## config.mk

```make
export PLATFORM = sky130hd
export DESIGN_NAME = osc_startup_seq
export DESIGN_NICKNAME = d
export VERILOG_FILES = /design/src/rtl/osc_startup_pkg.sv /design/src/rtl/osc_cycle_timer.sv /design/src/rtl/osc_ms_timer.sv /design/src/rtl/osc_startup_seq.sv
export SDC_FILE = /design/constraint.sdc
export NUM_CORES = 1
export LEC_CHECK = 0
export BUFFER_PORTS_ARGS = -buffer_cell sky130_fd_sc_hd__buf_4
export CAP_MARGIN = 25
export CORE_MARGIN = 5
export CORE_UTILIZATION = 40
export CTS_CLUSTER_DIAMETER = 150
export DETAILED_ROUTE_END_ITERATION = 6
export MAX_ROUTING_LAYER = met4
export PLACE_DENSITY_LB_ADDON = 0.12
export SLEW_MARGIN = 20
export SYNTH_ARGS = -nofsm -noshare
export SYNTH_HDL_FRONTEND = slang
export SYNTH_SLANG_ARGS = --single-unit
export TNS_END_PERCENT = 30
```

## constraint.sdc

```tcl
create_clock -name clk -period 3 [get_ports clk]
set_input_delay 0.3 -clock clk [delete_from_list [all_inputs] [get_ports clk]]
set_output_delay 0.3 -clock clk [all_outputs]
set_load 0.01 [all_outputs]
```

## src/rtl/osc_startup_pkg.sv

```systemverilog
package osc_startup_pkg;

    typedef enum logic [1:0] {
        PH_CYC  = 2'd0,
        PH_MS   = 2'd1,
        PH_DONE = 2'd2
    } phase_e;

    typedef enum logic [1:0] {
        SEL_NONE = 2'b00,
        SEL_FAST = 2'b01,
        SEL_SLOW = 2'b10,
        SEL_RSVD = 2'b11
    } start_sel_e;

    typedef struct packed {
        phase_e     phase;
        logic       from_wake;
        start_sel_e sel;
    } seq_state_t;

    // Extra millisecond count for a reset sequence; reserved falls back to the long delay.
    function automatic int unsigned ms_delay(start_sel_e sel, int unsigned short_ms,
                                             int unsigned long_ms);
        case (sel)
            SEL_NONE: return 0;
            SEL_FAST: return short_ms;
            default:  return long_ms;
        endcase
    endfunction

    function automatic logic sel_reserved(start_sel_e sel);
        return sel == SEL_RSVD;
    endfunction

endpackage

```

## src/rtl/osc_cycle_timer.sv

```systemverilog
module osc_cycle_timer #(
    parameter int unsigned W = 4
) (
    input  logic         clk,
    input  logic         clear,
    input  logic         run,
    input  logic [W-1:0] limit,
    output logic         done
);
    logic [W-1:0] cnt_q;

    always_ff @(posedge clk) begin
        if (clear) begin
            cnt_q <= '0;
        end else if (run) begin
            cnt_q <= cnt_q + W'(1);
        end
    end

    assign done = run && (cnt_q == limit - W'(1));
endmodule

```

## src/rtl/osc_ms_timer.sv

```systemverilog
module osc_ms_timer #(
    parameter int unsigned W = 7
) (
    input  logic         clk,
    input  logic         clear,
    input  logic         run,
    input  logic         tick,
    input  logic [W-1:0] target,
    output logic         done
);
    logic [W-1:0] cnt_q;

    always_ff @(posedge clk) begin
        if (clear) begin
            cnt_q <= '0;
        end else if (run && tick) begin
            cnt_q <= cnt_q + W'(1);
        end
    end

    assign done = run && tick && (cnt_q == target - W'(1));
endmodule

```

## src/rtl/osc_startup_seq.sv

```systemverilog
module osc_startup_seq
    import osc_startup_pkg::*;
#(
    parameter int unsigned WAKE_CYCLES  = 6,
    parameter int unsigned RESET_CYCLES = 14,
    parameter int unsigned MS_SHORT     = 4,
    parameter int unsigned MS_LONG      = 64
) (
    input  logic       clk,
    input  logic       rst,
    input  logic       wake,
    input  logic [1:0] sut_code,
    input  logic       ms_tick,
    output logic       clk_en,
    output logic       cfg_error
);
    localparam int unsigned CYC_MAX = (RESET_CYCLES > WAKE_CYCLES) ? RESET_CYCLES : WAKE_CYCLES;
    localparam int unsigned MS_MAX  = (MS_LONG > MS_SHORT) ? MS_LONG : MS_SHORT;
    localparam int unsigned CW      = $clog2(CYC_MAX + 1);
    localparam int unsigned MW      = $clog2(MS_MAX + 1);

    seq_state_t    st_q;
    logic          start;
    logic          cyc_done;
    logic          ms_done;
    logic [CW-1:0] cyc_limit;
    logic [MW-1:0] ms_target;

    assign start     = rst || wake;
    assign cyc_limit = st_q.from_wake ? CW'(WAKE_CYCLES) : CW'(RESET_CYCLES);
    assign ms_target = MW'(ms_delay(st_q.sel, MS_SHORT, MS_LONG));

    osc_cycle_timer #(.W(CW)) u_cyc (
        .clk   (clk),
        .clear (start),
        .run   (st_q.phase == PH_CYC),
        .limit (cyc_limit),
        .done  (cyc_done)
    );

    osc_ms_timer #(.W(MW)) u_ms (
        .clk    (clk),
        .clear  (start),
        .run    (st_q.phase == PH_MS),
        .tick   (ms_tick),
        .target (ms_target),
        .done   (ms_done)
    );

    always_ff @(posedge clk) begin
        if (rst) begin
            st_q <= '{phase: PH_CYC, from_wake: 1'b0, sel: start_sel_e'(sut_code)};
        end else if (wake) begin
            st_q <= '{phase: PH_CYC, from_wake: 1'b1, sel: start_sel_e'(sut_code)};
        end else begin
            case (st_q.phase)
                PH_CYC: if (cyc_done) begin
                    st_q.phase <= (st_q.from_wake || ms_target == '0) ? PH_DONE : PH_MS;
                end
                PH_MS: if (ms_done) begin
                    st_q.phase <= PH_DONE;
                end
                default: st_q.phase <= PH_DONE;
            endcase
        end
    end

    assign clk_en    = (st_q.phase == PH_DONE);
    assign cfg_error = sel_reserved(st_q.sel);
endmodule

```

==> qor.yml <==
yosysUniqueCellTypes: 27
use_met1_pct: 12.6
ir_drop_uv: 293
drt-pass1-iter-count: 3
p_sw_share_pct: 22.0
cts_inserted_buffers: 3
path_class: "flip-flop to flip-flop"
cellPowerDensity_nw_per_um2: 457
grt_use_met2_pct: 20.4
via_count: 589
stdcell_count: 118
reg2reg_to: "st_q[3]"
final.setup.tns_ns: 0
gp_congestion: 0.764
drc: 0
p_seq_share_pct: 57.1
crit_chain: "or4b_4 -> a21oi_2 -> o221ai_2 -> a31o_1"
hold_path_depth: 2
start_util_pct: 42.6
postCtsSetupBuffers: 0
ant_nets: 0
relSlewSlack_pct: 71.3
p_comb_share_pct: 6.4
min_to: "st_q[2]"
worst_pin_slew_ns: 0.430
grt_max_degree: 14
routed_wl_um: 1330
cts_hold_buf: 0
setup_violations: 0
cp_max_fo: 5
r2r_setup_slack_ns: 1.45
clock_power_share_pct: 36.5
arrival_ns: 1.74
min-delay-start: "rst"
nNetsFinal: 103
clk_latency_ns: 0.29
drive_above_1_share_pct: 16.1
mostFrequentLayoutCells: "nor2_1 (14), dfxtp_1 (14), buf_4 (7), nand2_1 (6)"
syn_nets: 92
syn-cell-area_um2: 752
worst_path_largest_cell_delay_ns: 0.51
r2r_start: "st_q[1]"
cts.clk_slew.worst_paths_ns: 0.10
cap_violations: 0
p_leak_nw: 0.321
crit_path_start_kind: "flip-flop"
grt_most_used_layer: "met2"
viasPerCell: 4.99
finalHoldViolations: 0
grt_pass1_vias: 576
cts_buffer_depth: 2
grt_util_all_layers_pct: 12.3
clockRootBuffer: "clkbuf_4"
dr.first_iter.drc_count: 4
die_x_um: 53.4
antenna_cells: 0
die_y_um: 53.4
worst-path-buf-inv: 0
grt_pass1_wl_um: 2380
crit_family: "simple AND/OR/NAND/NOR gates"
cp_slowest_cell: "or4b_4"
crit_required_ns: 3.19
fmax_mhz: 645
grt.overflow.total: 0
cts_resized: 0
htreeDepth: 1
status: "finished, final reports clean"
internal_power_w: 0.000310
synth.avg_cell_area_um2: 9.06
holdWs_ns: 0.161
numPortBuffers: 7
rows: 15
synthCells: 83
rr_worst_depth: 4
cts.sink_count: 16
maxSlewViolCount: 0
dp_hpwl_um: 992
finClkSkew_ns: 0.000808
area_delta_synth_final_pct: 15.5
period_share_pct: 51.6
rsz0062_at_grt: "false"
core_area_um2: 1760
yosysWarnings: 0
place_inst: 114
synth_seq_cells: 16
holdCritPathClass: "input port to flip-flop"
yosysSeqAreaShare_pct: 45.3
boundaryPins: 8
period_minus_slack_ns: 1.55
use_met3_pct: 3.94
end_kind: "flip-flop"
wire_per_inst_um: 11.3
antenna_found_initial: 0
p_sw_w: 0.0000875
dieArea_um2: 2850
tritoncts: "yes"
logic make-up after synthesis:
| group | after synthesis | share of synthesized area [%] |
|---|---|---|
| and+or+nand+nor | 40 | 27.8 |
| DFF | 16 | 45.3 |
| AOI/OAI and AO/OA | 12 | 10.6 |
| xor gates and xnor gates | 8 | 9.32 |
| buffers and inverters | 4 | 2.00 |
| adders and majority gates | 3 | 4.99 |
power by group through the flow:
| stage | Combinational, W | Sequential, W | Clock (W) |
|---|---|---|---|
| global placement | 0.0000257 | 0.000231 | 0 |
| CTS | 0.0000261 | 0.000227 | 0.000154 |
| global route | 0.0000288 | 0.000228 | 0.000163 |
| finish | 0.0000256 | 0.000227 | 0.000145 |
| floorplan | 0.0000161 | 0.000230 | 0 |
| detailed placement | 0.0000257 | 0.000232 | 0 |
worst register-to-register path, delay by kind of cell (launching register included):
family,cells,cell delay (ns)
AOI/OAI and AO/OA,3,0.50
DFF,1,0.45
and+or+nand+nor,1,0.51
cells in the mapped netlist, drive strengths merged:
library cell / count / area, µm²
dfxtp: 14 / 280
and4: 1 / 10.0
nor3: 3 / 15.0
nand4b: 1 / 8.76
nand2: 6 / 22.5
a21oi: 5 / 28.8
xnor2: 4 / 35.0
or3: 2 / 12.5
nand3b: 1 / 7.51
inv: 3 / 11.3
nor3b: 1 / 7.51
xor2: 4 / 35.0
a211oi: 1 / 7.51
nand4: 1 / 6.26
o221ai: 1 / 15.0
clkbuf: 1 / 3.75
o21ai: 4 / 20.0
nand3: 4 / 20.0
or4b: 1 / 13.8
a31o: 1 / 8.76
nor2: 14 / 52.6
ha: 3 / 37.5
edfxtp: 2 / 60.1
or4: 1 / 7.51
nor2b: 3 / 18.8
and2: 1 / 6.26
routing by layer:
layer | up-vias | share of wire, %
met5 | - | 0
met4 | 0 | 2.0
met3 | 4 | 3.5
met2 | 6 | 51
met1 | 269 | 44
li1 | 310 | -
worst max-delay path by stage:
stage	startpoint	endpoint	depth (start not counted)
2_1_floorplan	st_q[1]	st_q[3]	4
3_3_place_gp	st_q[1]	st_q[3]	4
3_5_place_dp	st_q[1]	st_q[3]	4
4_1_cts	st_q[1]	st_q[3]	4
5_1_grt	st_q[1]	st_q[3]	4
6_report	st_q[1]	st_q[3]	4
stage by stage:
| stage | util [%] | area (µm²) | total power [W] | setup slack, ns |
|---|---|---|---|---|
| final | 49.2 | 868 | 0.000397 | 1.45 |
| after global routing | 49.2 | 868 | 0.000420 | 1.37 |
| after CTS | 49.2 | 868 | 0.000407 | 1.44 |
| after detailed placement | 47.2 | 832 | 0.000257 | 1.46 |
| after global placement | 47.2 | 832 | 0.000257 | 1.48 |
| after floorplan | - | 752 | 0.000246 | 1.51 |
state kept, by name, summed over array words and instances (netlist names):
signal,count
u_ms.cnt_q,7
st_q,5
u_cyc.cnt_q,4
layout make-up:
type / count / area [µm²]
Inverter: 3 / 11.3
Timing Repair Buffer: 7 / 52.6
Tap cell: 25 / 31.3
Fill cell: 194 / 896
Multi-Input combinational cell: 63 / 397
Clock buffer: 4 / 36.3
Sequential cell: 16 / 340
Note: power is estimated with default switching activity, not from simulation.
